### src/rtl/rxc_pkg.sv
package rxc_pkg;
    localparam int unsigned ADDR_W = 32;
    localparam int unsigned PTR_W  = 16;
    localparam int unsigned DATA_W = 8;
    localparam int unsigned SIZE_W = 16;
    localparam int unsigned THR_W  = 3;

    typedef enum logic [1:0] {
        BM_LARGE = 2'b00,
        BM_SMALL = 2'b01,
        BM_MIXED = 2'b10,
        BM_BAD   = 2'b11
    } buf_mode_e;

    // accepted byte after transparent masking
    typedef struct packed {
        logic take;
        logic sop;
        logic eop;
    } byte_evt_t;

    // buffer close event handed to the report logic
    typedef struct packed {
        logic close;
        logic pkt_end;
    } close_evt_t;

    function automatic logic [SIZE_W-1:0] pick_size(
        input buf_mode_e         mode,
        input logic              first,
        input logic [SIZE_W-1:0] sm,
        input logic [SIZE_W-1:0] lg
    );
        case (mode)
            BM_SMALL: pick_size = sm;
            BM_MIXED: pick_size = first ? sm : lg;
            default:  pick_size = lg;
        endcase
    endfunction
endpackage

### src/rtl/rxc_cfg_guard.sv
module rxc_cfg_guard
    import rxc_pkg::*;
#(
    parameter int unsigned TW = THR_W
) (
    input  logic          clk,
    input  logic          rst,
    input  buf_mode_e     mode,
    input  logic [TW-1:0] thresh,
    input  logic          transparent,
    output logic          illegal,
    output logic          cfg_err
);
    always_comb begin
        illegal = (mode == BM_BAD) || (transparent && (thresh == '0));
    end

    always_ff @(posedge clk) begin
        if (rst) cfg_err <= 1'b0;
        else     cfg_err <= illegal;
    end
endmodule

### src/rtl/rxc_buf_track.sv
module rxc_buf_track
    import rxc_pkg::*;
#(
    parameter int unsigned AW = ADDR_W,
    parameter int unsigned PW = PTR_W,
    parameter int unsigned SW = SIZE_W
) (
    input  logic          clk,
    input  logic          rst,
    input  byte_evt_t     evt,
    input  buf_mode_e     mode,
    input  logic [SW-1:0] small_size,
    input  logic [SW-1:0] large_size,
    input  logic [PW-1:0] nxt_desc,
    input  logic [AW-1:0] nxt_addr,
    output logic [AW-1:0] cur_addr,
    output logic [PW-1:0] cur_desc,
    output logic          first_buf,
    output close_evt_t    cev
);
    logic [SW-1:0] cnt_q;
    logic [SW-1:0] size_now;
    logic          first_eff;
    logic          full;

    always_comb begin
        first_eff   = first_buf | evt.sop;
        size_now    = pick_size(mode, first_eff, small_size, large_size);
        full        = (cnt_q + 1'b1) == size_now;
        cev.close   = evt.take & (full | evt.eop);
        cev.pkt_end = evt.take & evt.eop;
    end

    always_ff @(posedge clk) begin
        if (rst) begin
            cnt_q     <= '0;
            cur_addr  <= '0;
            cur_desc  <= '0;
            first_buf <= 1'b1;
        end else if (evt.take) begin
            if (cev.close) begin
                cnt_q     <= '0;
                cur_addr  <= nxt_addr;
                cur_desc  <= nxt_desc;
                first_buf <= evt.eop;
            end else begin
                cnt_q     <= cnt_q + 1'b1;
                cur_addr  <= cur_addr + 1'b1;
                first_buf <= first_eff;
            end
        end
    end


    addr_step_chk: assert property (@(posedge clk) disable iff (rst)
        (evt.take && !cev.close) |=> cur_addr == $past(cur_addr) + 1'b1);


    first_rearm_chk: assert property (@(posedge clk) disable iff (rst)
        cev.pkt_end |=> first_buf);
endmodule

### src/rtl/rxc_done_ctl.sv
module rxc_done_ctl
    import rxc_pkg::*;
#(
    parameter int unsigned PW = PTR_W,
    parameter int unsigned TW = THR_W
) (
    input  logic          clk,
    input  logic          rst,
    input  close_evt_t    cev,
    input  logic [TW-1:0] thresh,
    input  logic [PW-1:0] nxt_desc,
    output logic          dq_we,
    output logic [PW-1:0] dq_ptr,
    output logic [PW-1:0] start_desc
);
    logic [TW-1:0] nfill_q;
    logic          hit;

    always_comb begin
        hit    = (thresh != '0) && ((nfill_q + 1'b1) == thresh);
        dq_we  = cev.close & (cev.pkt_end | hit);
        dq_ptr = start_desc;
    end

    always_ff @(posedge clk) begin
        if (rst) begin
            nfill_q    <= '0;
            start_desc <= '0;
        end else if (dq_we) begin
            nfill_q    <= '0;
            start_desc <= nxt_desc;
        end else if (cev.close) begin
            nfill_q    <= nfill_q + 1'b1;
        end
    end


    thr_zero_chk: assert property (@(posedge clk) disable iff (rst)
        (thresh == '0 && cev.close && !cev.pkt_end) |-> !dq_we);
endmodule

### src/rtl/rx_chain_seq.sv
module rx_chain_seq
    import rxc_pkg::*;
#(
    parameter int unsigned AW = ADDR_W,
    parameter int unsigned PW = PTR_W,
    parameter int unsigned DW = DATA_W,
    parameter int unsigned SW = SIZE_W,
    parameter int unsigned TW = THR_W
) (
    input  logic          clk,
    input  logic          rst,
    input  logic          chan_en,
    input  logic [1:0]    buf_mode,
    input  logic [TW-1:0] thresh,
    input  logic          transparent,
    input  logic [SW-1:0] small_size,
    input  logic [SW-1:0] large_size,
    input  logic          in_valid,
    input  logic [DW-1:0] in_data,
    input  logic          in_sop,
    input  logic          in_eop,
    output logic          in_ready,
    input  logic [PW-1:0] nxt_desc,
    input  logic [AW-1:0] nxt_addr,
    output logic          mem_we,
    output logic [AW-1:0] mem_addr,
    output logic [DW-1:0] mem_data,
    output logic          dq_we,
    output logic [PW-1:0] dq_ptr,
    output logic [AW-1:0] cur_addr,
    output logic [PW-1:0] cur_desc,
    output logic [PW-1:0] start_desc,
    output logic          first_buf,
    output logic          cfg_err
);
    buf_mode_e  mode;
    logic       illegal;
    byte_evt_t  evt;
    close_evt_t cev;

    assign mode = buf_mode_e'(buf_mode);

    rxc_cfg_guard #(.TW(TW)) u_guard (
        .clk(clk), .rst(rst), .mode(mode), .thresh(thresh),
        .transparent(transparent), .illegal(illegal), .cfg_err(cfg_err)
    );

    always_comb begin
        in_ready = chan_en & ~illegal & ~cfg_err;
        evt.take = in_valid & in_ready;
        evt.sop  = in_sop & ~transparent;
        evt.eop  = in_eop & ~transparent;
        mem_we   = evt.take;
        mem_addr = cur_addr;
        mem_data = in_data;
    end

    rxc_buf_track #(.AW(AW), .PW(PW), .SW(SW)) u_track (
        .clk(clk), .rst(rst), .evt(evt), .mode(mode),
        .small_size(small_size), .large_size(large_size),
        .nxt_desc(nxt_desc), .nxt_addr(nxt_addr),
        .cur_addr(cur_addr), .cur_desc(cur_desc),
        .first_buf(first_buf), .cev(cev)
    );

    rxc_done_ctl #(.PW(PW), .TW(TW)) u_done (
        .clk(clk), .rst(rst), .cev(cev), .thresh(thresh),
        .nxt_desc(nxt_desc), .dq_we(dq_we), .dq_ptr(dq_ptr),
        .start_desc(start_desc)
    );


    idle_chk: assert property (@(posedge clk) disable iff (rst)
        !chan_en |-> (!mem_we && !dq_we));


    bad_cfg_chk: assert property (@(posedge clk) disable iff (rst)
        (buf_mode == 2'b11 || cfg_err) |-> !in_ready);


    pkt_end_dq_chk: assert property (@(posedge clk) disable iff (rst)
        (in_valid && in_ready && in_eop && !transparent) |-> dq_we);
endmodule

### config.mk
export PLATFORM = sky130hd
export DESIGN_NAME = rx_chain_seq
export DESIGN_NICKNAME = d
export VERILOG_FILES = /design/src/rtl/rxc_pkg.sv /design/src/rtl/rxc_cfg_guard.sv /design/src/rtl/rxc_buf_track.sv /design/src/rtl/rxc_done_ctl.sv /design/src/rtl/rx_chain_seq.sv
export SDC_FILE = /design/constraint.sdc
export NUM_CORES = 1
export LEC_CHECK = 0
export BUFFER_PORTS_ARGS = -buffer_cell sky130_fd_sc_hd__buf_2
export CORE_MARGIN = 4
export CORE_UTILIZATION = 55
export CTS_BUF_LIST = sky130_fd_sc_hd__clkbuf_2
export DETAILED_ROUTE_END_ITERATION = 10
export HOLD_SLACK_MARGIN = 0.12
export PLACE_DENSITY = 0.89
export RECOVER_POWER = 50
export SYNTH_ARGS = -nofsm -noshare
export SYNTH_HDL_FRONTEND = slang
export SYNTH_SLANG_ARGS = --single-unit
### constraint.sdc
create_clock -name clk -period 7.3 [get_ports clk]
set_input_delay 1.46 -clock clk [delete_from_list [all_inputs] [get_ports clk]]
set_output_delay 1.46 -clock clk [all_outputs]
set_load 0.01 [all_outputs]
==> results of run 1 <==
critical path, delay by kind of cell:
family | cells | cell delay (ns)
compound gates | 3 | 1.61
fa+ha+maj | 1 | 0.35
buf+inv | 3 | 0.30
simple gates | 3 | 0.87
xor+xnor | 1 | 0.20
registers in the layout, summed over array words and instances (netlist names):
signal	flops
u_done.dq_ptr	16
u_done.nfill_q	3
u_track.first_buf	1
u_track.cnt_q	16
u_track.cur_desc	16
u_guard.cfg_err	1
u_track.cur_addr	32
cell usage in the layout, fill, tap and decap left out, types with 3 or more instances in the layout:
master and count:
a21o_1 3, a21oi_1 49, a22oi_1 21, a2bb2oi_1 3, a311o_1 3, a31oi_1 39
and2_1 3, and3_1 6, buf_2 104, buf_4 7, clkbuf_1 105, clkbuf_2 9
dfxtp_1 85, ha_1 6, inv_1 13, nand2_1 79, nand3_1 87, nand4_1 10
nor2_1 24, nor2b_1 5, nor3_1 10, nor3b_1 3, nor4_1 10, o21ai_0 44
o21ai_1 4, o31ai_1 3, o32ai_1 3, or2_2 8, or3_1 9, or4_1 20
xnor2_1 22, xor2_1 11
kinds of logic (layout without fill, tap and decap cells):
logic type / Yosys count / after routing
adder cells (fa/ha/maj): 6 / 6
AO/OA/AOI/OAI: 192 / 192
buffers and inverters: 128 / 246
other: 0 / 2
XOR/XNOR: 34 / 34
flip-flops: 85 / 85
AND/OR/NAND/NOR: 292 / 292
multiplexers: 4 / 4
cell type report:
class	instances	area [um^2]	area share
Clock buffer	9	45.0	0.00723
Tap cell	133	166	0.0267
Sequential cell	85	1700	0.273
Multi-Input combinational cell	528	3190	0.512
Inverter	14	52.6	0.00844
Timing Repair Buffer	216	967	0.155
Antenna cell	2	5.00	0.000804
Clock inverter	7	98.8	0.0159
per-layer routing:
metal,track usage,vias to the layer above,share of wire
met5,0,-,0
li1,-,2883,-
met4,0.0730,0,0.012
met2,0.440,286,0.48
met1,0.359,2759,0.42
met3,0.0476,18,0.090
through the flow:
stage	power (mW)	hold slack, ns	instances
detailed placement	0.679	0.460	976
floorplan	0.628	0.438	741
CTS	0.967	0.485	992
global placement	0.677	0.449	976
global route	1.01	0.508	993
finish	0.962	0.481	994
report_power, final:
part	total, mW	leakage (nW)	internal, mW	switching, mW
Combinational	0.174	1.41	0.0652	0.109
Clock	0.292	0.0825	0.115	0.177
Sequential	0.495	0.688	0.478	0.0174
final timing paths:
kind / startpoint / endpoint / slack, ns / cells past startpoint
min: u_done.nfill_q[1] / u_done.nfill_q[1] / 0.48 / 2
max reg2reg: u_track.cnt_q[0] / u_track.cur_addr[18] / 3.29 / 10
min reg2reg: u_done.nfill_q[1] / u_done.nfill_q[1] / 0.48 / 2
max: buf_mode[0] / dq_we / 1.04 / 11
==> metrics.md, run 1 <==
| Metric | Value |
|---|---|
| Status | finished with violations |
| Failing checks | max-capacitance violations, max-slew violations |
| Post-synthesis compound-gate area fraction | 0.218 |
| Pins Over Slew Limit | 80 |
| Main synth FF type | dfxtp_1 |
| Pin count of the biggest net entering global routing | 80 |
| Area leader, netlist | dfxtp_1 |
| Req. time, crit path | about 6 ns |
| Final Hold Viols | 0 |
| CTS Buffer Depth | 2 |
| Sequential area share after synthesis | 0.302 |
| Clock Root Buffer | clkbuf_2 |
| Mapped Nets | about 850 |
| Number of global-route vias before repair | roughly 5.4k |
| Main combinational cell family by area after synthesis | simple AND/OR/NAND/NOR gates |
| Initial antenna violation count | 1 |
| GRT Util Overall | 0.266 |
| Die extent in y | between 100 and 150 um |
| Die width | 109 um |
| Synth cell types | 68 |
| Leakage | roughly 2.2 nW |
| VDD IR max | approximately 0.094 mV |
| Vias after detailed routing | between 5k and 6k |
| GP Congestion | around 0.85 |
| CTS Hold Bufs | 0 |
| Fin util | 0.631 |
| Final Critical Period | 6.26 ns |
| Syn_area_per_cell | about 7.6 um^2 |
| CP Cell Sequence | buf_2 -> inv_1 -> ha_1 -> a211oi_2 -> a22oi_1 -> xnor2_1 -> nand2_1 -> or4_4 -> o41a_1 -> nor2_1 -> buf_2 |
| Setup TNS | 0 ns |
| Cell with the most instances after synthesis | nand3_1 |
| Final #Nets | 960 |
| Pwr dens | about 150 nW/um^2 |
| Initial core utilization | 0.572 |
| Top post-synthesis cells by count | nand3_1 (87), dfxtp_1 (85), nand2_1 (80), buf_4 (63), a21oi_1 (49) |
| Unrepaired setup endpoints after global routing | false |
| Number of port buffers | 208 |
| Type of the most critical hold path | flip-flop to flip-flop |
| First-pass GRT wire length | around 26 mm |
| Core box area | 9860 um^2 |
| Final worst slack | about 1.0 ns |
| Fill cell count | 1010 |
| Routed len/inst | around 17 um |
| Worst-Margin Slew | between 3 and 4 ns |
| Tcrit/Tclk final | 0.857 |
| Post-Synth Adder-Cell Area | 0.0133 |
| DRT antenna net count | 0 |
| Max-cap violation count | 1 |
| DRC | 0 |
| CTS Buf Count | 9 |
| Total grt overflow | 0 |
| Async SR Flop Fraction | 0 |
| Post-synthesis mux area share | 0.00754 |
| CP Max Fanout | 17 |
| CP startpoint kind | input pin |
| Post CTS Setup Buffer Count | 0 |
| Layout Skew | around 0.054 ns |
| Post-route cell area | 6230 um^2 |
| Clk sink count | between 80 and 90 |
| Yosys warns | 0 |
| Worst slew margin | -1.44 |
| Number of synthesized flops with an enable pin | 0 |
| Iteration-0 DRC Markers | between 400 and 500 |
| Xor/xnor share of the synthesized area | 0.0541 |
| CTS tree | done |
| Worst Setup End Kind | output port |
| # setup viols final | 0 |
| Max incr delay on CP | around 0.7 ns |
| Clk_lat worst skew | about 0.55 ns |
| Post-synthesis simple-gate area fraction | 0.271 |
| Cts repair resizes | 0 |
| Synthesized flop and latch total | 85 |
| Top cell type's share of synthesized area | 0.302 |
| Top cells by area, synth | dfxtp_1 (30%), buf_4 (8.4%), nand3_1 (7.7%) |
| Die ar. | 11900 um^2 |
| Max Clock Freq | around 0.16 GHz |
| Mapped cell area | about 5600 um^2 |
| Vias per Instance | roughly 6 |
| Crit path kind | input pin to output port |
| FP Rows | 36 |
| Clk slew on worst S/H paths | about 0.22 ns |
| Fraction of layout cells with a size suffix above 1 | 0.178 |
| First-pass iteration count of the detailed router | 7 |
| Final Routed Wirelength | about 16 mm |
| CP max-delay cell | a211oi_2 |
| Syn Inst Count | roughly 740 |
| H-tree depth | 3 |
| Cell Area, Placed | around 6200 um^2 |
| Hpwl dp | ~11 mm |
| Area delta synth->final | 10.4% |
| Dpl ws | around 1.1 ns |
| Critical path's most frequent cell | buf_2 |
| Arr. time, crit path | about 4.8 ns |
| Io pins | 225 |
No activity file was read; power rests on OpenSTA's default activity.
==> inputs of run 2 (changes only) <==
--- a/config.mk
+++ b/config.mk
@@ -5,6 +5,7 @@
 export SDC_FILE = /design/constraint.sdc
 export NUM_CORES = 1
 export LEC_CHECK = 0
+export ABC_CLOCK_PERIOD_IN_PS = 7300
 export BUFFER_PORTS_ARGS = -buffer_cell sky130_fd_sc_hd__buf_2
 export CORE_MARGIN = 4
 export CORE_UTILIZATION = 55
@@ -12,7 +13,7 @@
 export DETAILED_ROUTE_END_ITERATION = 10
 export HOLD_SLACK_MARGIN = 0.12
 export PLACE_DENSITY = 0.89
-export RECOVER_POWER = 50
+export RECOVER_POWER = 100
 export SYNTH_ARGS = -nofsm -noshare
 export SYNTH_HDL_FRONTEND = slang
 export SYNTH_SLANG_ARGS = --single-unit
==> metrics.md, run 2 (synthesized netlist as in run 1, its figures left out) <==
| Metric | Value |
|---|---|
| Status | finished with violations |
| Failing checks | max-capacitance violations, max-slew violations |
| Unrepaired setup endpoints after global routing | false |
| Area delta synth->final | 8.98% |
| Core box area | ~9900 um^2 |
| Routed len/inst | around 17 um |
| Number of global-route vias before repair | around 5.4k |
| Max-cap violation count | 4 |
| Initial antenna violation count | 1 |
| Worst Setup End Kind | output port |
| Die extent in y | about 110 um |
| Initial core utilization | 0.572 |
| R2r endpoint | u_done.dq_ptr[13] |
| Crit path kind | input pin to output port |
| First-pass iteration count of the detailed router | 6 |
| Leakage | 2.08 nW |
| CTS Buf Count | 9 |
| # setup viols final | 0 |
| Most common cell after layout, fill and taps aside | clkbuf_1 |
| Clk slew on worst S/H paths | 0.22 ns |
| Final Critical Period | roughly 6.5 ns |
| Req. time, crit path | ~5.8 ns |
| DRT antenna net count | 0 |
| RR Startpoint | u_track.first_buf |
| Io pins | roughly 230 |
| CTS Hold Bufs | 0 |
| Post-route cell area | just over 6000 um^2 |
| CTS Buffer Depth | 2 |
| Iteration-0 DRC Markers | ~460 |
| H-tree depth | 3 |
| Hold WS | 0.481 ns |
| Post CTS Setup Buffer Count | 0 |
| Final #Nets | 960 |
| Tcrit/Tclk final | 0.887 |
| Crit path capture | dq_we |
| Die width | about 110 um |
| GP Congestion | approximately 0.85 |
| Layout Skew | 0.0476 ns |
| CTS tree | done |
| Worst reg-to-reg path cell count | 9 |
| Vias per Instance | around 6.0 |
| FP Rows | 36 |
| Pins Over Slew Limit | about 160 |
| Vias after detailed routing | slightly below 6k |
| Commonest cells after routing, fill and taps aside | clkbuf_1 (121), buf_2 (91), nand3_1 (87) |
| FF-to-FF setup slack | a little under 2 ns |
| Pwr Total | around 960 uW |
| Max Clock Freq | 0.154 GHz |
| Hpwl dp | around 11 mm |
| Cts repair resizes | 0 |
| CP Max Fanout | 17 |
| GRT Util Overall | 0.266 |
| Total grt overflow | 0 |
| Fraction of layout cells with a size suffix above 1 | 0.153 |
| Number of port buffers | ~210 |
| Type of the most critical hold path | flip-flop to flip-flop |
| Final Hold Viols | 0 |
| Final Routed Wirelength | around 16 mm |
| Clock Root Buffer | clkbuf_2 |
| DRC | 0 |
| Reg with most FFs | u_track.cur_addr |
| CP startpoint kind | input pin |
| VDD IR max | about 0.093 mV |
| Clk_lat worst skew | ~0.54 ns |
| Worst-Margin Slew | between 3 and 4 ns |
| Die ar. | about 12000 um^2 |
| Arr. time, crit path | around 5.0 ns |
| Setup TNS | 0 ns |
| First-pass GRT wire length | 25.9 mm |
| Clk sink count | 85 |
| Max FFs per register | 32 |
| Pwr dens | 155 nW/um^2 |
| Cell Area, Placed | 6210 um^2 |
| Pin count of the biggest net entering global routing | 80 |
| Worst slew margin | -1.42 |
| Crit path from | buf_mode[0] |
run 2: per-stage QoR:
stage	worst slack, ns	cells	utilization
floorplan	1.91	741	-
global placement	1.13	976	0.630
detailed placement	1.07	976	0.630
CTS	1.06	992	0.644
global route	0.544	993	0.623
finish	0.821	994	0.623
run 2: worst max-delay path, stage by stage:
cell	delay [ns]
clkbuf_1	0.12
inv_1	0.06
ha_1	0.35
a211oi_2	0.70
a22oi_1	0.23
xnor2_1	0.20
nand2_1	0.06
or4_1	0.73
o41a_1	0.72
nor2_1	0.18
clkbuf_1	0.18
run 2: worst min path at each step:
stage	from	end	slack [ns]	cells after the start
5_1_grt	u_done.nfill_q[1]	u_done.nfill_q[1]	0.51	2
3_5_place_dp	u_done.nfill_q[1]	u_done.nfill_q[1]	0.46	2
4_1_cts	u_done.nfill_q[1]	u_done.nfill_q[1]	0.49	2
6_report	u_done.nfill_q[1]	u_done.nfill_q[1]	0.48	2
3_3_place_gp	u_done.nfill_q[1]	u_done.nfill_q[1]	0.45	2
2_1_floorplan	u_done.nfill_q[1]	u_done.nfill_q[1]	0.44	2
run 2: final cells by class:
cell class,count,area (um^2)
Clock inverter,7,98.8
Fill cell,1028,3710
Tap cell,133,166
Timing Repair Buffer,216,940
Antenna cell,2,5.00
Inverter,14,52.6
Multi-Input combinational cell,528,3140
Sequential cell,85,1700
Clock buffer,9,45.0
run 2: power by group:
group / switching [mW] / internal (mW) / total, mW
Sequential: 0.0175 / 0.478 / 0.495
Combinational: 0.106 / 0.0621 / 0.168
Clock: 0.177 / 0.115 / 0.292
Total: 0.300 / 0.655 / 0.955
run 2: per-layer routing:
metal / vias up / global-route usage / wire, um
met3: 20 / 0.0476 / 1460
met4: 0 / 0.0730 / 200
met2: 289 / 0.440 / 7920
met1: 2773 / 0.359 / 6910
li1: 2878 / - / -
met5: - / 0 / 0
